## config.mk

```make
export PLATFORM = sky130hd
export DESIGN_NAME = pws_lane_gen
export DESIGN_NICKNAME = d
export VERILOG_FILES = /design/src/rtl/pws_pkg.sv /design/src/rtl/pws_lane_decode.sv /design/src/rtl/pws_beat_hold.sv /design/src/rtl/pws_lane_gen.sv
export SDC_FILE = /design/constraint.sdc
export NUM_CORES = 1
export LEC_CHECK = 0
export ABC_AREA = 1
export BUFFER_PORTS_ARGS = -buffer_cell sky130_fd_sc_hd__buf_2
export CORE_UTILIZATION = 35
export DETAILED_ROUTE_END_ITERATION = 8
export HOLD_SLACK_MARGIN = 0.08
export PLACE_DENSITY = 0.72
export SLEW_MARGIN = 15
export SYNTH_ARGS = -nofsm -noshare
export SYNTH_HDL_FRONTEND = slang
export SYNTH_SLANG_ARGS = --single-unit
export TNS_END_PERCENT = 50
```

## constraint.sdc

```tcl
create_clock -name clk -period 1.3 [get_ports clk]
set_clock_uncertainty 0.2 [all_clocks]
set_input_delay 0.195 -clock clk [delete_from_list [all_inputs] [get_ports clk]]
set_output_delay 0.195 -clock clk [all_outputs]
set_load 0.02 [all_outputs]
```

## src/rtl/pws_pkg.sv

```systemverilog
package pws_pkg;

  typedef enum logic {
    MODE_BEGIN = 1'b0,
    MODE_END   = 1'b1
  } pws_mode_e;

  // Returns whether big-endian byte number byte_no is written
  // for a given mode and address offset within the word.
  function automatic logic byte_hit(input pws_mode_e mode,
                                    input int unsigned ofs,
                                    input int unsigned byte_no);
    if (mode == MODE_BEGIN) return (byte_no >= ofs);
    else                    return (byte_no < ofs);
  endfunction

endpackage

```

## src/rtl/pws_lane_decode.sv

```systemverilog
module pws_lane_decode
  import pws_pkg::*;
#(
  parameter int ADDR_W = 32,
  parameter int DATA_W = 32,
  localparam int NB    = DATA_W / 8,
  localparam int OFS_W = $clog2(NB)
) (
  input  logic [ADDR_W-1:0] addr,
  input  logic [DATA_W-1:0] data,
  input  logic              end_mode,
  output logic [ADDR_W-1:0] word_addr,
  output logic [NB-1:0]     be,
  output logic [DATA_W-1:0] wdata,
  output logic              probe
);
  logic [OFS_W-1:0] ofs;
  pws_mode_e        mode;

  assign ofs  = addr[OFS_W-1:0];
  assign mode = pws_mode_e'(end_mode);

  assign word_addr = {addr[ADDR_W-1:OFS_W], {OFS_W{1'b0}}};
  assign probe     = (mode == MODE_END) && (ofs == '0);

  // Lane i carries big-endian byte NB-1-i.
  for (genvar i = 0; i < NB; i++) begin : g_lane
    assign be[i] = byte_hit(mode, int'(ofs), NB - 1 - i);
    assign wdata[8*i +: 8] = be[i] ? data[8*i +: 8] : 8'h00;
  end

endmodule

```

## src/rtl/pws_beat_hold.sv

```systemverilog
module pws_beat_hold #(
  parameter int W = 8
) (
  input  logic         clk,
  input  logic         rst_n,
  input  logic         in_valid,
  output logic         in_ready,
  input  logic [W-1:0] in_pay,
  output logic         out_valid,
  input  logic         out_ready,
  output logic [W-1:0] out_pay
);
  logic         full_q;
  logic [W-1:0] pay_q;
  logic         take_in;
  logic         give_out;

  assign in_ready = !full_q;
  assign take_in  = in_valid && in_ready;
  assign give_out = full_q && out_ready;

  always_ff @(posedge clk) begin
    if (!rst_n) begin
      full_q <= 1'b0;
      pay_q  <= '0;
    end else begin
      if (take_in) begin
        full_q <= 1'b1;
        pay_q  <= in_pay;
      end else if (give_out) begin
        full_q <= 1'b0;
      end
    end
  end

  assign out_valid = full_q;
  assign out_pay   = pay_q;

  // the held beat does not change while the sink stalls
  a_r9_hold_stable: assert property (@(posedge clk) disable iff (!rst_n)
    (full_q && !out_ready) |=> (full_q && $stable(pay_q)));

  // an accepted item is always presented next cycle
  a_r8_take_gives_beat: assert property (@(posedge clk) disable iff (!rst_n)
    take_in |=> full_q);

endmodule

```

## src/rtl/pws_lane_gen.sv

```systemverilog
module pws_lane_gen
  import pws_pkg::*;
#(
  parameter int ADDR_W = 32,
  parameter int DATA_W = 32,
  localparam int NB    = DATA_W / 8,
  localparam int PAY_W = ADDR_W + NB + DATA_W + 1
) (
  input  logic              clk,
  input  logic              rst_n,
  input  logic              req_valid,
  output logic              req_ready,
  input  logic [ADDR_W-1:0] req_addr,
  input  logic [DATA_W-1:0] req_data,
  input  logic              req_end,
  output logic              mem_valid,
  input  logic              mem_ready,
  output logic [ADDR_W-1:0] mem_addr,
  output logic [NB-1:0]     mem_be,
  output logic [DATA_W-1:0] mem_wdata,
  output logic              mem_probe
);
  logic [ADDR_W-1:0] dec_addr;
  logic [NB-1:0]     dec_be;
  logic [DATA_W-1:0] dec_wdata;
  logic              dec_probe;
  logic [PAY_W-1:0]  hold_out;
  logic              req_fire;

  pws_lane_decode #(.ADDR_W(ADDR_W), .DATA_W(DATA_W)) u_dec (
    .addr      (req_addr),
    .data      (req_data),
    .end_mode  (req_end),
    .word_addr (dec_addr),
    .be        (dec_be),
    .wdata     (dec_wdata),
    .probe     (dec_probe)
  );

  pws_beat_hold #(.W(PAY_W)) u_hold (
    .clk       (clk),
    .rst_n     (rst_n),
    .in_valid  (req_valid),
    .in_ready  (req_ready),
    .in_pay    ({dec_addr, dec_be, dec_wdata, dec_probe}),
    .out_valid (mem_valid),
    .out_ready (mem_ready),
    .out_pay   (hold_out)
  );

  assign {mem_addr, mem_be, mem_wdata, mem_probe} = hold_out;
  assign req_fire = req_valid && req_ready;

  // a probe beat enables no lane and a non-probe beat enables some
  a_r4_probe_no_bytes: assert property (@(posedge clk) disable iff (!rst_n)
    (mem_valid && mem_probe) |-> (mem_be == '0 && mem_wdata == '0));
  a_r10_write_has_bytes: assert property (@(posedge clk) disable iff (!rst_n)
    (mem_valid && !mem_probe) |-> (mem_be != '0));

  // enables always touch one end of the word
  a_r2_r3_edge_lane: assert property (@(posedge clk) disable iff (!rst_n)
    (mem_valid && !mem_probe) |-> (mem_be[0] || mem_be[NB-1]));

  // the memory address is always word aligned
  a_r6_aligned: assert property (@(posedge clk) disable iff (!rst_n)
    mem_valid |-> (mem_addr[$clog2(NB)-1:0] == '0));

  // no request is taken while a beat is outstanding
  a_r8_one_outstanding: assert property (@(posedge clk) disable iff (!rst_n)
    (mem_valid && !mem_ready) |=> !$past(req_fire));

  // a three-byte store from the decoder is one beat with three lanes
  a_r7_three_in_one: assert property (@(posedge clk) disable iff (!rst_n)
    (req_fire && $countones(dec_be) == 3) |=> ($countones(mem_be) == 3));

  // disabled lanes carry zero
  for (genvar i = 0; i < NB; i++) begin : g_chk
    a_r5_lane_zero: assert property (@(posedge clk) disable iff (!rst_n)
      (mem_valid && !mem_be[i]) |-> (mem_wdata[8*i +: 8] == 8'h00));
  end

endmodule

```

* After elaboration in Yosys (flattened, before gate mapping)
Index checks and enable logic that the tools add are counted.
Storage, ports and cells: register bits 68, bits in latches 0, bits in writable memories 0, memory bits (read-only) 0, bits of input ports 69, output and inout port bits 71, word-level logic and storage cells 24, memories kept 0
Operators by class: add/subtract/negate cells 0, multipliers 0, div/mod/pow operators 0, magnitude comparators 6, equality and inequality tests 0, shift-type cells 0, muxes and demuxes 10, bitwise logic cells 0, reduce and logical (&&, ||, !) cells 6
Operators by type and width (number):
- 8-bit two-way mux | 4
- 1-bit two-way mux | 6
- 1-bit by 2-bit >= comparator with 1-bit output (first input constant) | 2
- 1-bit by 2-bit < comparator with 1-bit output (first input constant) | 2
- 1-bit logical AND | 3
- 2-bit >= comparator (first input constant) | 1
- 2-bit logical NOT | 1
- 2-bit < comparator (first input constant) | 1
- 2-bit nonzero test | 1
- 1-bit logical NOT | 1

* Longest topological paths before layout
Gate-level depths: netlist of run 1.
depth after elaboration 3, depth in mapped cells 7, mapped depth without buffers 6

* By module
From an unflattened synthesis of run 1, not the netlist that was laid out.
Unflattened totals: cells, all modules 564, area, all modules 3549.7 um^2
By module, submodules not included:
- pws_beat_hold | instances 1, cells an instance 452, area an instance 2970.3 um^2, seq. area each 1401.3 um^2
- pws_lane_decode | instances 1, cells an instance 112, area an instance 579.3 um^2, seq. area each 0.0 um^2

* Worst setup path before layout of run 1
Ideal clock, no wire load.
path kind reg2reg, start point register u_hold.full_q, in the netlist u_hold.out_valid, end point register u_hold.pay_q[0], in the netlist u_hold.out_pay[0], setup time 116 ps, arrival time 1081 ps, data required time 984 ps, slack -96 ps, stages on the path, launching flop included 7, buffers on the path 2, clock period less this slack 1396 ps, cells stage by stage dfxtp_1 nor2_4 inv_2 buf_4 buf_6 nor2_1 nor2_1
Between the ends: longest elaborated chain between the ends 2
Ends and longest elaborated chain:
- start: declaration | RTL line pws_beat_hold.sv:13 | logic full_q;
- start signal: assignment | RTL line pws_beat_hold.sv:24 | full_q <= 1'b0;
- start signal: assignment | RTL line pws_beat_hold.sv:28 | full_q <= 1'b1;
- start signal: assignment | RTL line pws_beat_hold.sv:31 | full_q <= 1'b0;
- 1-bit logical NOT | RTL line pws_beat_hold.sv:18 | assign in_ready = !full_q;
- 1-bit logical AND | RTL line pws_beat_hold.sv:19 | assign take_in = in_valid && in_ready;
- end signal: assignment | RTL line pws_beat_hold.sv:29 | pay_q <= in_pay;
- end: declaration | RTL line pws_beat_hold.sv:14 | logic [W-1:0] pay_q;
No other way between the ends. A chain may end at the register's enable or synchronous reset.

* Worst setup path in the final report of run 1
start point register u_hold.full_q, in the netlist u_hold.out_valid, end point register u_hold.pay_q[49], in the netlist u_hold.out_pay[49]
The elaborated chain is that of the path after synthesis.

==> metrics.sh, run 1 <==
CLK_TRANSITION_REPORTED_PATHS_NS=0.08
SYNTH.CELLS.MOST_FREQUENT='sky130_fd_sc_hd__dfxtp_1, sky130_fd_sc_hd__nand2_1, sky130_fd_sc_hd__nor2_1, sky130_fd_sc_hd__a21oi_1, sky130_fd_sc_hd__o21ai_0'
SYNTH.MOST_COMMON_CELL='sky130_fd_sc_hd__dfxtp_1'
DIE_H_UM=85.5
GLOBALROUTETOTALUTIL_PCT=21.0
POST_SYNTH_DESIGN_CELL_AREA_UM2=2440
POSTCTSSETUPBUFFERS=0
ROUTED-VIA-COUNT=2831
REPORT.FINAL.HOLD_VIOL_COUNT=0
HIGHEST_LAYER='met4'
SYNTH_TOP_CELL_AREA_SHARE_PCT=55.7
CRIT_PATH_START_KIND='register'
CTS_BUFFERS=9
DETAILROUTE.WIRELENGTH.MET2_UM=3910
FINISH.NET_COUNT=588
CLK-INSERTION-DELAY-LATE_NS=0.33
SYNTH_LARGEST_AREA_CELL='sky130_fd_sc_hd__dfxtp_1'
POWER_FRAC_CLOCK_PCT=38.5
CRITICAL_PATH_ENDPOINT_CATEGORY='register'
RSZ0062_AT_GRT='true'
ARRIVAL_NS=1.43
MAXIMUM_BUFFER_DEPTH_OF_THE_CLOCK_TREE=2
DIEAREA_UM2=7320
NUM-FILL-CELLS=575
FIRST_PASS_GRT_WIRE_LENGTH_UM=12100
HTREE_LEVELS=3
YS_ASYNC_SR_FRACTION_PCT=0
FINALWORSTPATHREQUIREDPERIOD_NS=1.41
SYNTHCELLS=308
PLACE_CONGESTION=0.732
SYNTH-MAIN-FF-CELL='sky130_fd_sc_hd__dfxtp_1'
WIRE_PER_INST_UM=12.8
SEQ_AREA_FRAC_SYNTH_PCT=55.7
DIE_W_UM=85.5
POWER_FRAC_COMB_PCT=18.2
FINAL.SETUP.WORST_SLACK_NS=-0.113
CTS_TREE='built'
SWITCH_PWR_mW=1.43
STARTING_UTILIZATION_OF_THE_CORE_AREA_PCT=36.1
YS_SEQ_ELEMENTS=68
DETAILEDPLACE.WORSTSLACK_NS=-0.157
VIOLATIONS='setup timing'
POWER_DENSITY_nW_PER_UM2=1260
FP.COREAREA_UM2=6760
ANTENNA_CELLS_INSERTED=0
LAYOUT-DRIVE-GT1-SHARE_PCT=33.8
AVGSYNTHCELLAREA_UM2=7.93
CLOCKROOTBUFFER='sky130_fd_sc_hd__clkbuf_8'
DR.PASS1.ITERS=4
PEAKVDDDROP_mV=0.692
TIMING.FINAL.CRIT_SHARE_PCT=109
DETAILED_ROUTE_WIRELENGTH_ON_METAL3_UM=366
POWER.SHARE.SEQUENTIAL_PCT=43.2
NUM_ROWS=30
CP_DATA_REQUIRED_TIME_NS=1.32
DP_HPWL_UM=4500
SYNTH-WARNING-COUNT=0
POSTROUTEANTENNANETS=0
GR-TOTAL-OVERFLOW=0
POST_SYNTH_MAIN_AREA_CONTRIBUTORS='sky130_fd_sc_hd__dfxtp_1, sky130_fd_sc_hd__nand2_1, sky130_fd_sc_hd__nor2_1, sky130_fd_sc_hd__a21oi_1, sky130_fd_sc_hd__o21ai_0'
WORSTPATHMAXFANOUT=22
RUN_STATUS='finished, violations left'
MIN_DELAY_PATH_CLASS='primary input to register'
PORTBUFFERS=137
MAX_FREQ_MHz=708
GRT_PASS1_VIAS=2677
POWER_REPORT.INTERNAL_TOTAL_mW=3.85
INITIAL_ANTENNA_VIOLATION_COUNT=0
SYNTH-EDFF-COUNT=0
DRV_SLEW=0
WORST_HOLD_SLACK_NS=0.117
DETAIL_ROUTE.DRC_VIOLATIONS=0
ROUTE.LAYER.MET1.WL_UM=3220
IO_PINS=140
CRITICAL_PATH_CLASS='register to register'
TOTALWIRELENGTH_UM=7730
FINALSETUPVIOLATIONS=58
ROUTE.DETAILED.VIAS_PER_INST=4.69
DETAIL_ROUTE.ITER0.VIOLATIONS=113
POWER.SWITCHING_FRACTION_PCT=27.0
CAP_VIOL_MAX_COUNT=0
GRT_MAX_DEGREE=37
SYNTHTOLAYOUTAREAGROWTH_PCT=71.3
SYNTH.LIB_CELLS_USED.DISTINCT=18
CLKSINKCOUNT=68
LEAKAGE_nW=2.01
[final cells by class]
type,instances,area [um^2],share of cell area [%]
repair buffers,215,1470,35.1
inverters,8,35.0,0.837
clock buffers,10,149,3.56
multi-input cells,216,973,23.3
well taps,80,100,2.39
clock inverters,6,93.8,2.24
flip-flops and latches,68,1370,32.6
[state kept, by name (all words and copies together), names as in the netlist]
| register | flops |
|---|---|
| u_hold.out_valid | 1 |
| u_hold.out_pay | 67 |
[cells by family after synthesis]
kind of cell | count (synthesis) | synth area share (%)
adder cells (fa/ha/maj) | 1 | 0.512
AND/OR/NAND/NOR | 143 | 23.8
AO/OA/AOI/OAI | 68 | 14.0
buffers and inverters | 27 | 5.74
other | 1 | 0.154
flip-flops | 68 | 55.7
[path summary, 6_finish.rpt]
check | start | endpoint | slack [ns] | cells past startpoint
max reg2reg | u_hold.out_valid | u_hold.out_pay[49] | -0.11 | 5
min | req_end | u_hold.out_pay[0] | 0.12 | 4
min reg2reg | u_hold.out_pay[36] | u_hold.out_pay[36] | 0.26 | 2
max | u_hold.out_valid | u_hold.out_pay[49] | -0.11 | 5
[power by group through the flow]
stage	Sequential [mW]	Clock (mW)	Combinational, mW
finish	2.28	2.03	0.962
global route	2.29	2.18	1.05
CTS	2.28	2.09	0.932
floorplan	2.49	0	0.292
global placement	2.32	0	0.761
detailed placement	2.32	0	0.774
[stage by stage]
step                util (%)  total power [mW]  cell area, um^2  instances  setup TNS [ns]
floorplan                  -              2.78             2460        309               0
global placement        47.9              3.08             3240        520           -1.01
detailed placement      47.9              3.10             3240        520           -1.25
CTS                     61.3              5.30             4140        602          -0.179
global route            61.9              5.52             4180        603           -6.07
finish                  61.9              5.28             4180        603           -1.41
[metal layers]
metal,vias to the layer above,global-route usage (%)
met2,105,38.0
met1,1293,23.9
met5,-,0
met4,0,10.9
met3,20,3.37
li1,1413,-
[repair_timing]
action | 4_1_cts | 5_1_grt
gates cloned | 1 | 1
pin swaps | 1 | 3
gates resized for setup | 3 | 9
setup endpoints to repair | 18 | 64
hold buffers | 65 | 0
hold endpoints to repair | 64 | 0
[cell usage in the layout (no fill, tap or decap), drive strengths merged]
master and instances:
buf 150, nor2 70, dfxtp 68, nand2 65, dlygate4sd3 65, a21oi 36
o21ai 31, clkbuf 10, nand4 8, inv 8, clkinv 3, nand3 2
conb 2, bufinv 2, o21a 1, ha 1, clkinvlp 1
[critical path, cell delays in order (launching register included)]
cell and delay (ns):
sky130_fd_sc_hd__dfxtp_4 0.36, sky130_fd_sc_hd__nor2_4 0.21, sky130_fd_sc_hd__inv_6 0.11, sky130_fd_sc_hd__buf_8 0.18
sky130_fd_sc_hd__nor2_1 0.15, sky130_fd_sc_hd__nor2_1 0.09
Power figures use the tool's default switching activity.
==> run 2, diff against run 1 <==
- ABC_AREA: 1 -> unset
- PLACE_DENSITY: 0.72 -> 0.66
- SLEW_MARGIN: 15 -> 25
- SYNTH_HIERARCHICAL: unset -> 1
==> metrics.sh, run 2 <==
RUN_STATUS='finished, violations left'
VIOLATIONS='setup timing'
ROUTE.DETAILED.VIAS_PER_INST=4.45  # -5.2%
WORSTHOLDPATHCELLS=4  # unchanged
CLOCKROOTBUFFER='sky130_fd_sc_hd__clkbuf_8'
DIEAREA_UM2=10300  # +41%
CLK-INSERTION-DELAY-LATE_NS=0.32  # about the same
SYNTH-EDFF-COUNT=0  # unchanged
GLOBALROUTETOTALUTIL_PCT=16.3  # -4.7 points
CRITICAL_PATH_CLASS='register to primary output'
WORSTPATHMAXFANOUT=4  # -82%
HTREE_LEVELS=3  # unchanged
SYNTH.MOST_COMMON_CELL='sky130_fd_sc_hd__nand2_1'
FINAL.SETUP.WORST_SLACK_NS=-0.0448  # +0.0686 ns
FF2FF_SETUP_SLACK_NS=-0.03  # +0.08 ns
CP_DATA_REQUIRED_TIME_NS=0.90  # -0.42 ns
GR-TOTAL-OVERFLOW=0  # unchanged
DIE_W_UM=102  # +19%
CLKSINKCOUNT=70  # +2.9%
WORST_R2R_START='u_hold/out_valid'
HOLD_PATH_END='u_hold/out_pay[0]'
AVGSYNTHCELLAREA_UM2=8.75  # +10%
SYNTH.LIB_CELLS_USED.DISTINCT=23  # +5
CTS_BUFFERS=9  # unchanged
YS_SEQ_ELEMENTS=70  # +2.9%
GRT_MAX_DEGREE=48  # +30%
CAP_VIOL_MAX_COUNT=0  # unchanged
WORST-R2R-CELL-COUNT=4  # -1
LEAKAGE_nW=2.45  # +22%
CRITICAL_PATH_ENDPOINT_CATEGORY='primary output'
WORST_R2R_ENDPOINT='u_hold/out_pay[67]'
ARRIVAL_NS=0.95  # -0.48 ns
IO_PINS=140  # unchanged
ANTENNA_CELLS_INSERTED=0  # unchanged
CTS_TREE='built'
POST-ROUTE-UTIL_PCT=54.5  # -7.4 points
WIRE_PER_INST_UM=13.1  # +2.4%
CLK_TRANSITION_REPORTED_PATHS_NS=0.07  # about the same
POST_SYNTH_DESIGN_CELL_AREA_UM2=3470  # +42%
POWER_DENSITY_nW_PER_UM2=1070  # -15%
SYNTH.CELLS.MOST_FREQUENT='sky130_fd_sc_hd__nand2_1, sky130_fd_sc_hd__dfxtp_1, sky130_fd_sc_hd__mux2i_1, sky130_fd_sc_hd__buf_4, sky130_fd_sc_hd__and2_1'
YS_ASYNC_SR_FRACTION_PCT=0  # unchanged
TOTALWIRELENGTH_UM=9270  # +20%
FP.COREAREA_UM2=9420  # +39%
FINALWORSTPATHREQUIREDPERIOD_NS=1.34  # -0.0686 ns
SYNTH_LARGEST_AREA_CELL='sky130_fd_sc_hd__dfxtp_1'
FINISH.NET_COUNT=642  # +9.2%
SYNTHTOLAYOUTAREAGROWTH_PCT=47.8
RSZ0062_AT_GRT='true'
SYNTHCELLS=397  # +29%
DRV_SLEW=0  # unchanged
GRT_PASS1_VIAS=2919  # +9.0%
LARGEST_REG_FLOPS=69  # +3.0%
PLACE_CONGESTION=0.706  # -3.5%
DP_HPWL_UM=5190  # +15%
DR.PASS1.ITERS=4  # unchanged
REPORT.FINAL.HOLD_VIOL_COUNT=0  # unchanged
FIRST_PASS_GRT_WIRE_LENGTH_UM=13200  # +8.8%
TIMING.FINAL.CRIT_SHARE_PCT=103  # -5.3 points
PORTBUFFERS=139  # +1.5%
ROUTED-VIA-COUNT=3143  # +11%
CRIT_PATH_START_KIND='register'
SYNTH-WARNING-COUNT=6  # +6
NUM-FILL-CELLS=826  # +44%
SYNTH_TOP_CELL_AREA_SHARE_PCT=40.3  # -15 points
STARTING_UTILIZATION_OF_THE_CORE_AREA_PCT=36.9  # +0.74 points
DIE_H_UM=102  # +19%
POSTROUTEANTENNANETS=0  # unchanged
COMMONEST_CELLS_AFTER_ROUTING_FILL_AND_TAPS_ASIDE='sky130_fd_sc_hd__nand2_1, sky130_fd_sc_hd__buf_2, sky130_fd_sc_hd__dfxtp_1, sky130_fd_sc_hd__mux2i_1, sky130_fd_sc_hd__dlygate4sd3_1'
MIN_DELAY_PATH_CLASS='primary input to register'
MOSTFREQUENTLAYOUTCELL='sky130_fd_sc_hd__nand2_1'
MAXIMUM_BUFFER_DEPTH_OF_THE_CLOCK_TREE=2  # unchanged
FIN_SETUP_TNS_NS=-0.222  # +1.18 ns
POST_SYNTH_MAIN_AREA_CONTRIBUTORS='sky130_fd_sc_hd__dfxtp_1, sky130_fd_sc_hd__mux2i_1, sky130_fd_sc_hd__nand2_1, sky130_fd_sc_hd__buf_4, sky130_fd_sc_hd__and2_1'
LAYOUT-DRIVE-GT1-SHARE_PCT=31.5  # -2.3 points
PEAKVDDDROP_mV=0.450  # -35%
INITIAL_ANTENNA_VIOLATION_COUNT=0  # unchanged
DETAIL_ROUTE.ITER0.VIOLATIONS=98  # -13%
SYNTH-MAIN-FF-CELL='sky130_fd_sc_hd__dfxtp_1'
DETAIL_ROUTE.DRC_VIOLATIONS=0  # unchanged
MAX_FREQ_MHz=744  # +5.1%
SEQ_AREA_FRAC_SYNTH_PCT=40.3  # -15 points
WORSTHOLDSTART='req_end'
NUM_ROWS=35  # +17%
FINALSETUPVIOLATIONS=13  # -78%
==> run 2: cell types whose count changed in the layout (fill, tap and decap cells not counted), sizes merged, moves of 8 or more <==
cell | previous run | this run
a21oi | 36 | 0
o21ai | 31 | 8
nor2 | 70 | 1
nand2 | 65 | 139
nand2b | 0 | 8
mux2i | 0 | 69
and2 | 0 | 17
==> run 2: cells by family (layout without fill, tap and decap cells) <==
| logic type | after synthesis | count (layout) | share of synthesized area, % |
|---|---|---|---|
| other | 1 | 2 | 0.108 |
| adders and majority gates | 1 | 1 | 0.360 |
| and+or+nand+nor | 182 | 182 | 22.9 |
| AOI/OAI and AO/OA | 9 | 9 | 1.44 |
| xor gates and xnor gates | 2 | 2 | 1.26 |
| DFF | 70 | 70 | 40.3 |
| buffers and inverters | 63 | 242 | 13.7 |
| muxes | 69 | 69 | 19.9 |
==> run 2: area by class of cell <==
type / instances / area [um^2] / area share [%]
Sequential cell: 70 / 1400 / 27.3
Clock buffer: 12 / 145 / 2.83
Multi-Input combinational cell: 265 / 1630 / 31.7
Timing Repair Buffer: 224 / 1720 / 33.5
Tap cell: 129 / 161 / 3.14
Inverter: 2 / 7.51 / 0.146
Clock inverter: 4 / 70.1 / 1.36
==> run 2: per-layer routing <==
layer  GRT usage [%]  up-vias  wire length (um)
li1                -     1587                 -
met4            6.24        0               153
met5               0        -                 0
met3            4.49       14               510
met1            18.1     1448              4040
met2            29.5       94              4570
==> run 2: stage by stage <==
| step | std cells | power [mW] | setup slack [ns] | area, um^2 | hold WS [ns] |
|---|---|---|---|---|---|
| 3_5_place_dp | 616 | 3.31 | -0.153 | 4020 | 0.245 |
| 6_report | 706 | 5.49 | -0.0448 | 5130 | 0.137 |
| 4_1_cts | 697 | 5.43 | -0.0679 | 4900 | 0.118 |
| 5_1_grt | 706 | 5.77 | -0.0907 | 5130 | 0.147 |
| 3_3_place_gp | 616 | 3.29 | -0.0986 | 4020 | 0.235 |
| 2_1_floorplan | 398 | 3.07 | -0.0363 | 3480 | 0.133 |
==> run 2: where the power goes <==
part | total, mW | switching [mW] | internal (mW)
combinational | 1.22 | 0.601 | 0.623
sequential | 2.33 | 0.0619 | 2.27
clock | 1.94 | 0.807 | 1.13
==> run 2: what timing repair did <==
action                                  4_1_cts  5_1_grt
gates resized for setup                       5       14
endpoints found under the setup margin        5       59
hold buffers                                 65        0
endpoints found under the hold margin        63        0
setup buffers                                 0        1
gates cloned                                  0        8
==> run 2: how the worst max path moves through the flow <==
stage                startpoint                 end  slack, ns
6_report       u_hold/out_valid           req_ready      -0.04
5_1_grt        u_hold/out_valid           req_ready      -0.09
4_1_cts        u_hold/out_valid           req_ready      -0.07
3_5_place_dp        req_addr[1]  u_hold/out_pay[25]      -0.15
3_3_place_gp        req_addr[1]  u_hold/out_pay[27]       -0.1
2_1_floorplan  u_hold/out_valid  u_hold/out_pay[54]      -0.04
==> run 2: critical path, stage by stage, from the launching register on <==
cell and delay (ns):
sky130_fd_sc_hd__dfxtp_2 0.36, sky130_fd_sc_hd__buf_6 0.12, sky130_fd_sc_hd__inv_2 0.03, sky130_fd_sc_hd__buf_6 0.12
==> run 3, diff against run 2 <==
--- a/config.mk
+++ b/config.mk
@@ -7,4 +7,5 @@
 export LEC_CHECK = 0
 export BUFFER_PORTS_ARGS = -buffer_cell sky130_fd_sc_hd__buf_2
+export CORE_MARGIN = 10
 export CORE_UTILIZATION = 35
 export DETAILED_ROUTE_END_ITERATION = 8
==> constraint.sdc (replaced) <==
create_clock -name clk -period 1.3 [get_ports clk]
set_clock_uncertainty 0.2 [all_clocks]
set_input_delay 0.195 -clock clk [delete_from_list [all_inputs] [get_ports clk]]
set_output_delay 0.195 -clock clk [all_outputs]
set_load 0.01 [all_outputs]
==> metrics.sh, run 3 (synthesis gave the netlist of run 2 again) <==
POWER_FRAC_COMB_PCT=20.7  # -1.6 points
LAYOUT-DRIVE-GT1-SHARE_PCT=31.1  # -0.41 points
STARTING_UTILIZATION_OF_THE_CORE_AREA_PCT=35.7  # -1.2 points
GLOBAL_ROUTE.USAGE.MET2_PCT=22.7  # -6.9 points
SYNTHTOLAYOUTAREAGROWTH_PCT=44.8
ROUTED-VIA-COUNT=3159  # +0.51%
NUM_ROWS=36  # +2.9%
CRITPATHCAPTURE='req_ready'
GLOBAL_ROUTE.USAGE.MET1_PCT=15.6  # -2.5 points
CRITICAL_PATH_CLASS='register to primary output'
FP.COREAREA_UM2=9730  # +3.3%
POWER.SHARE.SEQUENTIAL_PCT=44.8  # +2.3 points
WORST-R2R-CELL-COUNT=4  # unchanged
WORSTPATHMAXFANOUT=3  # -1
CTS_TREE='built'
WIRE_PER_INST_UM=14.2  # +8.3%
TIMING.FINAL.CRIT_SHARE_PCT=102  # -1.0 points
CRITICAL_PATH_ENDPOINT_CATEGORY='primary output'
FF2FF_SETUP_SLACK_NS=-0.01  # +0.02 ns
INITIAL_ANTENNA_VIOLATION_COUNT=0  # unchanged
CLK_TRANSITION_REPORTED_PATHS_NS=0.07  # about the same
POSTROUTEANTENNANETS=0  # unchanged
CTS_BUFFERS=9  # unchanged
GRT_BUSIEST_LAYER='met2'
MIN_DELAY_PATH_CLASS='primary input to register'
DETAIL_ROUTE.DRC_VIOLATIONS=0  # unchanged
CAP_VIOL_MAX_COUNT=0  # unchanged
GR-TOTAL-OVERFLOW=0  # unchanged
POWER_FRAC_CLOCK_PCT=34.5  # -0.8 points
GRT_MAX_DEGREE=54  # +13%
PLACE_CONGESTION=0.731  # +3.5%
FINALSETUPVIOLATIONS=3  # -10
DIE_H_UM=120  # +18%
POWER_REPORT.INTERNAL_TOTAL_mW=3.84  # -4.5%
DP_HPWL_UM=6320  # +22%
RUN_STATUS='finished, violations left'
RSZ0062_AT_GRT='true'
ROUTE.DETAILED.VIAS_PER_INST=4.46  # +0.23%
FINAL_CELL_AREA_UM2=5030  # -2.0%
REPORT.FINAL.HOLD_VIOL_COUNT=0  # unchanged
DIEAREA_UM2=14300  # +39%
CLK-INSERTION-DELAY-LATE_NS=0.34  # +0.02 ns
CRIT_PATH_START_KIND='register'
COMMONEST_CELLS_AFTER_ROUTING_FILL_AND_TAPS_ASIDE='sky130_fd_sc_hd__nand2_1, sky130_fd_sc_hd__buf_2, sky130_fd_sc_hd__mux2i_1, sky130_fd_sc_hd__dfxtp_1, sky130_fd_sc_hd__dlygate4sd3_1'
ANTENNA_CELLS_INSERTED=0  # unchanged
DETAIL_ROUTE.ITER0.VIOLATIONS=161  # +64%
WORST_R2R_START='u_hold/out_valid'
DR.PASS1.ITERS=4  # unchanged
POWER.SWITCHING_FRACTION_PCT=26.3  # -0.47 points
FINALWORSTPATHREQUIREDPERIOD_NS=1.33  # -0.0129 ns
POST-ROUTE-UTIL_PCT=51.7  # -2.8 points
PORTBUFFERS=139  # unchanged
FIRST_PASS_GRT_WIRE_LENGTH_UM=16000  # +22%
GLOBALROUTETOTALUTIL_PCT=13.5  # -2.9 points
FINAL.SETUP.WORST_SLACK_NS=-0.0318  # +0.0129 ns
LARGEST_REG_FLOPS=69  # unchanged
PEAKVDDDROP_mV=0.485  # +7.8%
CLOCKROOTBUFFER='sky130_fd_sc_hd__clkbuf_8'
POWER_DENSITY_nW_PER_UM2=1040  # -3.2%
WORST_R2R_ENDPOINT='u_hold/out_pay[18]'
ARRIVAL_NS=0.94  # about the same
FINISH.NET_COUNT=640  # -0.31%
SWITCH_PWR_mW=1.37  # -6.8%
GRT_PASS1_VIAS=3110  # +6.5%
P_TOTAL_mW=5.21  # -5.1%
LEAKAGE_nW=2.43  # -1.1%
CRIT_START='u_hold/out_valid'
GRT_UTIL_MET3_PCT=4.45  # -0.032 points
VIOLATIONS='setup timing'
MAX_FREQ_MHz=751  # +0.97%
DIE_W_UM=120  # +18%
DRV_SLEW=0  # unchanged
IO_PINS=140  # unchanged
DETAILED_PLACE.AREA_UM2=4050  # +0.62%
TOTALWIRELENGTH_UM=10100  # +8.6%
HTREE_LEVELS=3  # unchanged
CP_DATA_REQUIRED_TIME_NS=0.90  # about the same
CLKSINKCOUNT=70  # unchanged
MOSTFREQUENTLAYOUTCELL='sky130_fd_sc_hd__nand2_1'
MAXIMUM_BUFFER_DEPTH_OF_THE_CLOCK_TREE=2  # unchanged
run 3: changes by cell type in the layout (fill, tap and decap cells not counted):
cell                            before  now
sky130_fd_sc_hd__clkinv_2            2    3
sky130_fd_sc_hd__clkbuf_16           5    4
sky130_fd_sc_hd__clkbuf_1            2    1
sky130_fd_sc_hd__buf_2             129  137
sky130_fd_sc_hd__bufinv_16           2    1
sky130_fd_sc_hd__buf_16              1    0
sky130_fd_sc_hd__mux2i_2             2    0
sky130_fd_sc_hd__buf_4              14    7
sky130_fd_sc_hd__mux2i_1            66   69
sky130_fd_sc_hd__clkbuf_8           10   11
sky130_fd_sc_hd__dlygate4sd3_1      65   64
sky130_fd_sc_hd__mux2i_4             1    0
run 3: area by class of cell:
class                           count  area (um^2)
Sequential cell                    70         1400
Clock inverter                      4         45.0
Tap cell                          133          166
Inverter                            2         7.51
Clock buffer                       12          155
Multi-Input combinational cell    265         1610
Timing Repair Buffer              222         1640
Fill cell                         870         4700
run 3: repair_timing:
| item | 4_1_cts | 5_1_grt |
|---|---|---|
| hold buffers | 64 | 0 |
| pin swaps | 0 | 0 |
| endpoints found under the setup margin | 4 | 57 |
| cloned | 0 | 4 |
| resized for setup | 3 | 2 |
| setup buffers | 1 | 2 |
| hold endpoints to repair | 63 | 0 |
run 3: how the worst min path moves through the flow:
stage                startpoint           endpoint  slack (ns)  depth (start not counted)
floorplan             req_valid   u_hold/out_valid        0.13                          1
finish              req_addr[0]  u_hold/out_pay[0]        0.12                          5
global route        req_addr[1]  u_hold/out_pay[0]        0.13                          5
detailed placement    req_valid   u_hold/out_valid        0.24                          2
CTS                 req_addr[0]  u_hold/out_pay[0]        0.10                          5
global placement      req_valid   u_hold/out_valid        0.23                          2
run 3: worst max-delay path, cell delays in order, from the launching register on:
cell and delay, ns:
sky130_fd_sc_hd__dfxtp_2 0.36, sky130_fd_sc_hd__buf_6 0.11, sky130_fd_sc_hd__inv_2 0.03, sky130_fd_sc_hd__buf_6 0.10
run 3: routing by layer:
layer,vias up,routed length (um)
met4,0,157
met1,1456,4390
met3,12,757
met2,113,4770
met5,-,0
li1,1578,-
run 3: per-stage QoR:
stage / setup TNS [ns] / setup slack (ns) / cells / hold slack [ns]
2_1_floorplan: -0.100 / -0.0100 / 398 / 0.133
3_3_place_gp: -0.957 / -0.0924 / 621 / 0.234
3_5_place_dp: -1.45 / -0.118 / 621 / 0.239
4_1_cts: -0.127 / -0.0581 / 702 / 0.102
5_1_grt: -0.857 / -0.0726 / 708 / 0.134
6_report: -0.0604 / -0.0318 / 708 / 0.118
run 3: power by group through the flow:
| stage | clock network (mW) | registers [mW] | logic, mW |
|---|---|---|---|
| after detailed placement | 0 | 2.38 | 0.858 |
| after global routing | 1.96 | 2.35 | 1.18 |
| after floorplan | 0 | 2.44 | 0.538 |
| final | 1.80 | 2.33 | 1.08 |
| after global placement | 0 | 2.37 | 0.839 |
| after CTS | 1.87 | 2.33 | 1.02 |
